===== src/rtl/bpb_pkg.sv =====
package bpb_pkg;
  typedef enum logic [1:0] {
    IN_IDLE,
    IN_SEND,
    IN_WAIT,
    IN_DONE
  } in_state_e;

  typedef enum logic [2:0] {
    OUT_IDLE,
    OUT_LOAD,
    OUT_SHOW,
    OUT_ACK,
    OUT_REL
  } out_state_e;
endpackage


===== src/rtl/bpb_sync.sv =====
module bpb_sync #(
  parameter int WIDTH  = 2,
  parameter int STAGES = 2
) (
  input  logic             clk,
  input  logic             rst_n,
  input  logic [WIDTH-1:0] d_async,
  output logic [WIDTH-1:0] q_sync
);
  logic [WIDTH-1:0] stage_q [STAGES];

  for (genvar s = 0; s < STAGES; s++) begin : g_stage
    if (s == 0) begin : g_first
      always_ff @(posedge clk or negedge rst_n) begin
        if (!rst_n) stage_q[s] <= '0;
        else        stage_q[s] <= d_async;
      end
    end else begin : g_next
      always_ff @(posedge clk or negedge rst_n) begin
        if (!rst_n) stage_q[s] <= '0;
        else        stage_q[s] <= stage_q[s-1];
      end
    end
  end

  assign q_sync = stage_q[STAGES-1];
endmodule


===== src/rtl/bpb_in_port.sv =====
module bpb_in_port
  import bpb_pkg::*;
#(
  parameter int DATA_W = 8
) (
  input  logic              clk,
  input  logic              rst_n,
  input  logic [DATA_W-1:0] pin_data,
  input  logic              vld_s,
  output logic              pin_ack,
  output logic              tx_req,
  output logic [DATA_W-1:0] tx_data,
  input  logic              tx_done,
  input  logic              ack_rx
);
  in_state_e         state_q, state_d;
  logic              ack_seen_q, ack_seen_d;
  logic [DATA_W-1:0] data_q;
  logic              data_en;

  always_comb begin
    state_d    = state_q;
    ack_seen_d = 1'b0;
    data_en    = 1'b0;
    case (state_q)
      IN_IDLE: begin
        if (vld_s) begin
          state_d = IN_SEND;
          data_en = 1'b1;
        end
      end
      IN_SEND: begin
        ack_seen_d = ack_seen_q | ack_rx;
        if (tx_done) begin
          state_d    = (ack_seen_q || ack_rx) ? IN_DONE : IN_WAIT;
          ack_seen_d = 1'b0;
        end
      end
      IN_WAIT: begin
        if (ack_rx) state_d = IN_DONE;
      end
      IN_DONE: begin
        if (!vld_s) state_d = IN_IDLE;
      end
      default: state_d = IN_IDLE;
    endcase
  end

  always_ff @(posedge clk or negedge rst_n) begin
    if (!rst_n) begin
      state_q    <= IN_IDLE;
      ack_seen_q <= 1'b0;
    end else begin
      state_q    <= state_d;
      ack_seen_q <= ack_seen_d;
    end
  end

  always_ff @(posedge clk or negedge rst_n) begin
    if (!rst_n)       data_q <= '0;
    else if (data_en) data_q <= pin_data;
  end

  assign tx_req  = (state_q == IN_SEND);
  assign tx_data = data_q;
  assign pin_ack = (state_q == IN_DONE);
endmodule


===== src/rtl/bpb_out_port.sv =====
module bpb_out_port
  import bpb_pkg::*;
#(
  parameter int DATA_W = 8
) (
  input  logic              clk,
  input  logic              rst_n,
  input  logic              rx_valid,
  input  logic [DATA_W-1:0] rx_data,
  input  logic              ack_s,
  output logic [DATA_W-1:0] pout_data,
  output logic              pout_valid,
  output logic              ack_send
);
  out_state_e        state_q, state_d;
  logic [DATA_W-1:0] data_q;
  logic              load_en;

  always_comb begin
    state_d = state_q;
    load_en = 1'b0;
    case (state_q)
      OUT_IDLE: begin
        if (rx_valid) begin
          state_d = OUT_LOAD;
          load_en = 1'b1;
        end
      end
      OUT_LOAD: state_d = OUT_SHOW;
      OUT_SHOW: begin
        if (ack_s) state_d = OUT_ACK;
      end
      OUT_ACK:  state_d = OUT_REL;
      OUT_REL: begin
        if (!ack_s) state_d = OUT_IDLE;
      end
      default:  state_d = OUT_IDLE;
    endcase
  end

  always_ff @(posedge clk or negedge rst_n) begin
    if (!rst_n) state_q <= OUT_IDLE;
    else        state_q <= state_d;
  end

  // Per-bit load: a bit rewritten with its own value does not toggle.
  for (genvar b = 0; b < DATA_W; b++) begin : g_bit
    always_ff @(posedge clk or negedge rst_n) begin
      if (!rst_n)       data_q[b] <= 1'b0;
      else if (load_en) data_q[b] <= rx_data[b];
    end
  end

  assign pout_data  = data_q;
  assign pout_valid = (state_q == OUT_SHOW);
  assign ack_send   = (state_q == OUT_ACK);
endmodule


===== src/rtl/byte_port_bridge.sv =====
module byte_port_bridge #(
  parameter int DATA_W      = 8,
  parameter int SYNC_STAGES = 2
) (
  input  logic              clk,
  input  logic              rst_ni,
  input  logic [DATA_W-1:0] pin_data,
  input  logic              pin_valid,
  output logic              pin_ack,
  output logic [DATA_W-1:0] pout_data,
  output logic              pout_valid,
  input  logic              pout_ack,
  output logic              lnk_tx_req,
  output logic [DATA_W-1:0] lnk_tx_data,
  input  logic              lnk_tx_done,
  input  logic              lnk_ack_rx,
  input  logic              lnk_rx_valid,
  input  logic [DATA_W-1:0] lnk_rx_data,
  output logic              lnk_ack_send
);
  localparam int NUM_ASYNC = 2;

  logic [1:0]           rst_pipe_q;
  logic                 rst_n_sync;
  logic [NUM_ASYNC-1:0] hs_raw, hs_sync;

  always_ff @(posedge clk or negedge rst_ni) begin
    if (!rst_ni) rst_pipe_q <= 2'b00;
    else         rst_pipe_q <= {rst_pipe_q[0], 1'b1};
  end
  assign rst_n_sync = rst_pipe_q[1];

  assign hs_raw = {pout_ack, pin_valid};

  bpb_sync #(
    .WIDTH  (NUM_ASYNC),
    .STAGES (SYNC_STAGES)
  ) u_sync (
    .clk     (clk),
    .rst_n   (rst_n_sync),
    .d_async (hs_raw),
    .q_sync  (hs_sync)
  );

  bpb_in_port #(
    .DATA_W (DATA_W)
  ) u_in (
    .clk      (clk),
    .rst_n    (rst_n_sync),
    .pin_data (pin_data),
    .vld_s    (hs_sync[0]),
    .pin_ack  (pin_ack),
    .tx_req   (lnk_tx_req),
    .tx_data  (lnk_tx_data),
    .tx_done  (lnk_tx_done),
    .ack_rx   (lnk_ack_rx)
  );

  bpb_out_port #(
    .DATA_W (DATA_W)
  ) u_out (
    .clk        (clk),
    .rst_n      (rst_n_sync),
    .rx_valid   (lnk_rx_valid),
    .rx_data    (lnk_rx_data),
    .ack_s      (hs_sync[1]),
    .pout_data  (pout_data),
    .pout_valid (pout_valid),
    .ack_send   (lnk_ack_send)
  );
endmodule


===== config.mk =====
export PLATFORM = sky130hd
export DESIGN_NAME = byte_port_bridge
export DESIGN_NICKNAME = d
export VERILOG_FILES = /design/src/rtl/bpb_pkg.sv /design/src/rtl/bpb_sync.sv /design/src/rtl/bpb_in_port.sv /design/src/rtl/bpb_out_port.sv /design/src/rtl/byte_port_bridge.sv
export SDC_FILE = /design/constraint.sdc
export NUM_CORES = 1
export LEC_CHECK = 0
export ABC_CLOCK_PERIOD_IN_PS = 1150
export BUFFER_PORTS_ARGS = -buffer_cell sky130_fd_sc_hd__buf_2
export CAP_MARGIN = 40
export CORE_MARGIN = 5
export CORE_UTILIZATION = 45
export DETAILED_ROUTE_END_ITERATION = 8
export GPL_ROUTABILITY_DRIVEN = 0
export PLACE_DENSITY = 0.8
export SYNTH_ARGS = -nofsm -noshare
export SYNTH_HDL_FRONTEND = slang
export SYNTH_SLANG_ARGS = --single-unit

===== constraint.sdc =====
create_clock -name clk -period 1.15 [get_ports clk]
set_input_delay 0.345 -clock clk [delete_from_list [all_inputs] [get_ports clk]]
set_output_delay 0.345 -clock clk [all_outputs]
set_load 0.02 [all_outputs]

Yosys cells after proc, flatten, opt, wreduce, memory -nomap -nowiden
Cells that the tools add are included.
{"block": "op_classes", "n_bitwise": 1, "muxes": 16, "n_eq_ne": 14, "n_reduce_logical": 5}
{"cell": "3-bit case mux with 5 select lines", "count": 1}
{"cell": "2-bit inequality test, second input constant", "count": 5}
{"cell": "3-bit 2-to-1 mux", "count": 3}
{"cell": "2-bit 2-to-1 mux", "count": 4}
{"cell": "2-bit case mux with 4 select lines", "count": 1}
{"cell": "1-bit 2-to-1 mux", "count": 7}
{"cell": "3-bit by 2-bit equality test with 1-bit output, second input constant", "count": 2}
{"cell": "2-bit equality test, second input constant", "count": 2}
{"cell": "2-bit by 1-bit inequality test with 1-bit output, second input constant", "count": 2}
{"cell": "4-bit AND reduction", "count": 1}
{"cell": "3-bit by 1-bit equality test with 1-bit output, second input constant", "count": 1}
{"cell": "3-bit equality test, second input constant", "count": 1}
{"cell": "3-bit logical NOT", "count": 1}
{"cell": "3-bit AND reduction", "count": 1}
{"cell": "2-bit by 1-bit equality test with 1-bit output, second input constant", "count": 1}
{"cell": "2-bit logical NOT", "count": 1}
{"cell": "1-bit logical OR", "count": 1}
{"cell": "1-bit OR", "count": 1}
{"block": "totals", "register_bits": 28, "inputBits": 23, "out_inout_bits": 20, "elab_cells": 51}

Longest topological paths before layout
{"block": "logic_depth", "depth_word": 4, "ltp_mapped": 5, "depth_no_buf": 5}

Modules after synthesis
Synthesis repeated with hierarchy kept, for this count alone.
{"block": "unflattened", "cells_unflattened": 75, "area_unflattened_um2": 1144.8}
{"module": "bpb_in_port", "n_inst": 1, "seq_area_each_um2": 275.3, "cells_per_inst": 37, "area_each_um2": 518.0}
{"module": "bpb_out_port", "n_inst": 1, "seq_area_each_um2": 275.3, "cells_per_inst": 29, "area_each_um2": 457.9}
{"module": "bpb_sync", "n_inst": 1, "seq_area_each_um2": 100.1, "cells_per_inst": 6, "area_each_um2": 115.1}
{"module": "byte_port_bridge", "n_inst": 1, "seq_area_each_um2": 50.0, "cells_per_inst": 3, "area_each_um2": 53.8}

Worst setup path after synthesis
OpenSTA, ideal clock, no wires.
{"block": "synth_timing", "path_kind": "reg-to-reg", "from": "reg u_in.state_q[1]", "to": "reg u_in.state_q[1]", "t_arrival_ps": 1313, "t_required_ps": 1025, "setup_time_ps": 125, "period_less_slack_ps": 1438, "path_slack_ps": -288, "path_buffers": 0, "path_stages_with_launch": 6, "cell_sequence": "dfrtp_1 > inv_1 > ha_1 > nand2b_1 > nand3_1 > mux2_2"}
{"block": "synth_via", "elab_chain_cells": 3, "word_cells_on_any_way": 10, "cone_classes": "eq/ne: 7; mux: 1; reduce/logical: 2"}
{"item": "start, declared", "line": "bpb_in_port.sv:16", "source": "in_state_e state_q, state_d;"}
{"item": "start signal, assigned", "line": "bpb_in_port.sv:54", "source": "state_q <= state_d;"}
{"item": "2-bit by 1-bit equality test with 1-bit output *"}
{"item": "via lnk_tx_req", "line": "byte_port_bridge.sv:13", "source": "output logic lnk_tx_req,"}
{"item": "2-bit by 1-bit inequality test with 1-bit output (no source line)"}
{"item": "4-bit AND reduction (no source line)"}
Mark *: on every way through the listed nets, which the timed path passes. The rest lies on a longest branch.
A chain may end at the register's enable or synchronous reset.

Worst setup path in the final report
{"block": "layout_timing", "from": "reg u_out.state_q[2]", "to": "out pout_valid"}
{"block": "layout_via", "elab_chain_cells": 1}
{"item": "start, declared", "line": "bpb_out_port.sv:15", "source": "out_state_e state_q, state_d;"}
{"item": "start signal, assigned", "line": "bpb_out_port.sv:43", "source": "else state_q <= state_d;"}
{"item": "3-bit by 2-bit equality test with 1-bit output", "line": "bpb_out_port.sv:55", "source": "assign pout_valid = (state_q == OUT_SHOW);"}
{"item": "end, declared", "line": "byte_port_bridge.sv:11", "source": "output logic pout_valid,"}
No other way between the ends.

==> results by group <==
Critical path
  • Startpoint Class: register
  • Critical Path RT: approximately 0.81 ns
  • Nature of the critical path endpoint: primary output
  • Worst EP arrival: 1.26 ns
  • Critical path type: reg2out
  • CP Max Fanout: 4

Route
  • DRT Wirelength: about 3500 um
  • Post-route DRC: 0
  • DR iter-0 viols: 13
  • DR vias/cell: 4.84
  • Detail Route Antenna Nets: 0
  • Drt first pass iters: 4
  • Wirelength per Cell: 18.5 um
  • Total number of vias: about 920

Floorplan
  • Die Ht: approximately 60 um
  • DIE WIDTH: roughly 60 um
  • Initial Util: 0.462
  • Die area: 0.00360 mm2
  • # IOs: 43
  • Core area: approximately 0.0024 mm2
  • FP Rows: 18

Timing
  • Hold Vio Cnt, Final: 0
  • Clock Skews: 0.0154 ns
  • Pins over their slew limit: 0
  • Final min period: 1.61 ns
  • Final worst path period share: 1.40
  • Maximum clock rate: 621 MHz
  • Final setup vio count: 40
  • Unrepaired setup endpoints after global routing: yes
  • Setup_tns: -8.63 ns
  • Setup WS post-layout: -0.460 ns

Global routing
  • Pin count of the biggest net entering global routing: 19
  • Vias in the first global route: 1044
  • Total gr overflow: 0
  • First-pass GRT wire length: slightly above 5000 um
  • Initial antenna violation count: 0
  • Total GRT Usage: 0.196

Status
  • Status: finished, violations left
  • Failing checks: setup timing

CTS
  • Total clock buffers created by CTS: 3
  • TritonCTS clock tree: yes
  • Clk pin slew, worst setup/hold paths: roughly 0.16 ns
  • Clock Tree Root: clkbuf_4
  • Clk sinks: 28
  • CTS max path bufs: 2
  • Htree depth: 1
  • Clock latency at the later pin of the worst-skew pair: 0.33 ns

Pwr
  • PD cells: around 3100 mW/mm2
  • Peak supply drop: between 2000 and 2500 uV
  • P_leak: ~1.0 nW
  • Final Power: approximately 0.0065 W

Yosys
  • Syn nets: 103
  • Post-synth top area share: 0.624
  • Cell accounting for the most synthesized area: dfrtp_1
  • Mean post-synth cell area: 15.0 um2
  • Gate Count Post-Synth: 75
  • Area contributors post-synth: dfrtp_1 62%, mux2_2 17%, ha_1 5.6%, nor4b_4 2.1%, mux2i_1 1.8%
  • Synth Cell Area: 0.00112 mm2
  • Post-synthesis sequential area ratio: 0.624
  • Cell variety after synth: 20
  • #FFs+latches synth: 28
  • Ys Warns: 0

Min path
  • Tightest Hold Check Type: in2reg

Run
  • Total of max-cap violations: 0

Layout
  • Area Growth Syn to Fin: 86.0%
  • Final core occ: 0.859
  • Final instance area: 0.00209 mm2
  • Layout cell share with drive strength beyond 1: 0.786
  • Ant. Diodes: 0
  • Layout Nets: 188

Placed design
  • IO buf count: 42
  • Pre-CTS setup slack: -0.246 ns
  • HPWL after detailed placement: ~1900 um
  • DP Area: about 0.0015 mm2
[cell type report]
class                           count  area, um2
Inverter                            2       12.5
Clock inverter                      1       30.0
Clock buffer                        3       22.5
Sequential cell                    28        707
Fill cell                         107        343
Timing Repair Buffer               81        677
Tap cell                           30       37.5
Multi-Input combinational cell     44        603
[sequential cells by signal (all words and copies together), names as in the netlist]
register,count
u_out.pout_data,8
rst_pipe_q,2
u_sync.q_sync,2
u_in.tx_data,8
u_out.state_q,3
u_in.ack_seen_q,1
u_in.state_q,2
u_sync.stage_q,2
[per-stage QoR]
step | cells | hold slack, ns
after global placement | 157 | 0.130
after floorplan | 75 | 0.0494
after global routing | 189 | 0.101
final | 189 | 0.120
after detailed placement | 157 | 0.132
after CTS | 182 | 0.105
[layout by cell type, fill, tap and decap left out, drive strengths merged]
cell type,n
or4bb,1
nor3,1
dfrtp,28
nor3b,1
inv,2
dlygate4sd3,1
xnor2,1
mux2,17
mux2i,2
nand2,2
clkbuf,3
nor2,4
nand3b,1
bufinv,1
nor4b,1
nand3,1
nand2b,2
a2bb2oi,1
conb,1
ha,5
o2111ai,1
o21ai,2
buf,80
[power breakdown]
part	internal, W	switching, W	total, W
sequential	0.00140	0.000392	0.00179
combinational	0.00243	0.00160	0.00403
clock	0.000353	0.000299	0.000652
[worst max-delay path: stages (launching register included)]
cell	delay (ns)
dfrtp_2	0.45
buf_6	0.13
nor3b_2	0.19
buf_4	0.17
[repair_timing]
action,CTS,global route
hold buffers,1,0
gates cloned,0,0
pin swaps,7,6
hold endpoints to repair,2,0
buffers inserted,20,8
gates resized for setup,74,8
endpoints found under the setup margin,39,40
[cell families (layout without fill, tap and decap cells)]
family | after synthesis | count (layout) | synth area share
flops | 28 | 28 | 0.624
mux | 19 | 19 | 0.188
simple gates | 14 | 14 | 0.0857
fa+ha+maj | 5 | 5 | 0.0557
compound gates | 4 | 4 | 0.0245
buf+inv | 3 | 87 | 0.0111
other cells | 1 | 1 | 0.00334
xor+xnor | 1 | 1 | 0.00780
[worst paths after layout]
check                                                  start                        endpoint  slack (ns)  depth (start not counted)
worst max-delay path            u_out.state_q[2]$_DFFE_PN0P_                      pout_valid       -0.46                          3
max in group asynchronous            rst_pipe_q[1]$_DFF_PN0_     u_in.state_q[1]$_DFFE_PN0P_        0.48                          1
worst max register to register   u_in.state_q[1]$_DFFE_PN0P_     u_in.state_q[1]$_DFFE_PN0P_       -0.36                          6
worst min-delay path                               pin_valid     u_sync.stage_q[2]$_DFF_PN0_        0.12                          1
worst min register to register       rst_pipe_q[1]$_DFF_PN0_  u_out.pout_data[5]$_DFFE_PN0P_        0.20                          0
min in group asynchronous            rst_pipe_q[1]$_DFF_PN0_  u_out.pout_data[5]$_DFFE_PN0P_        0.20                          0
[synthesized netlist by cell type (all sizes together)]
cell,number
or4bb,1
xnor2,1
nand3,1
nor3b,1
nor3,1
inv,2
nand2,2
nor4b,1
mux2,17
nand3b,1
nor2,4
conb,1
o21ai,2
nand2b,2
dfrtp,28
mux2i,2
ha,5
clkbuf,1
a2bb2oi,1
o2111ai,1
[per-layer routing]
| layer | share of wire | track usage | up-vias |
|---|---|---|---|
| met1 | 0.39 | 0.222 | 462 |
| met5 | 0 | 0 | - |
| met3 | 0.027 | 0.0173 | 4 |
| met2 | 0.58 | 0.378 | 22 |
| met4 | 0.011 | 0.0665 | 0 |
| li1 | - | - | 427 |
Note: power is estimated with default switching activity, not from simulation.
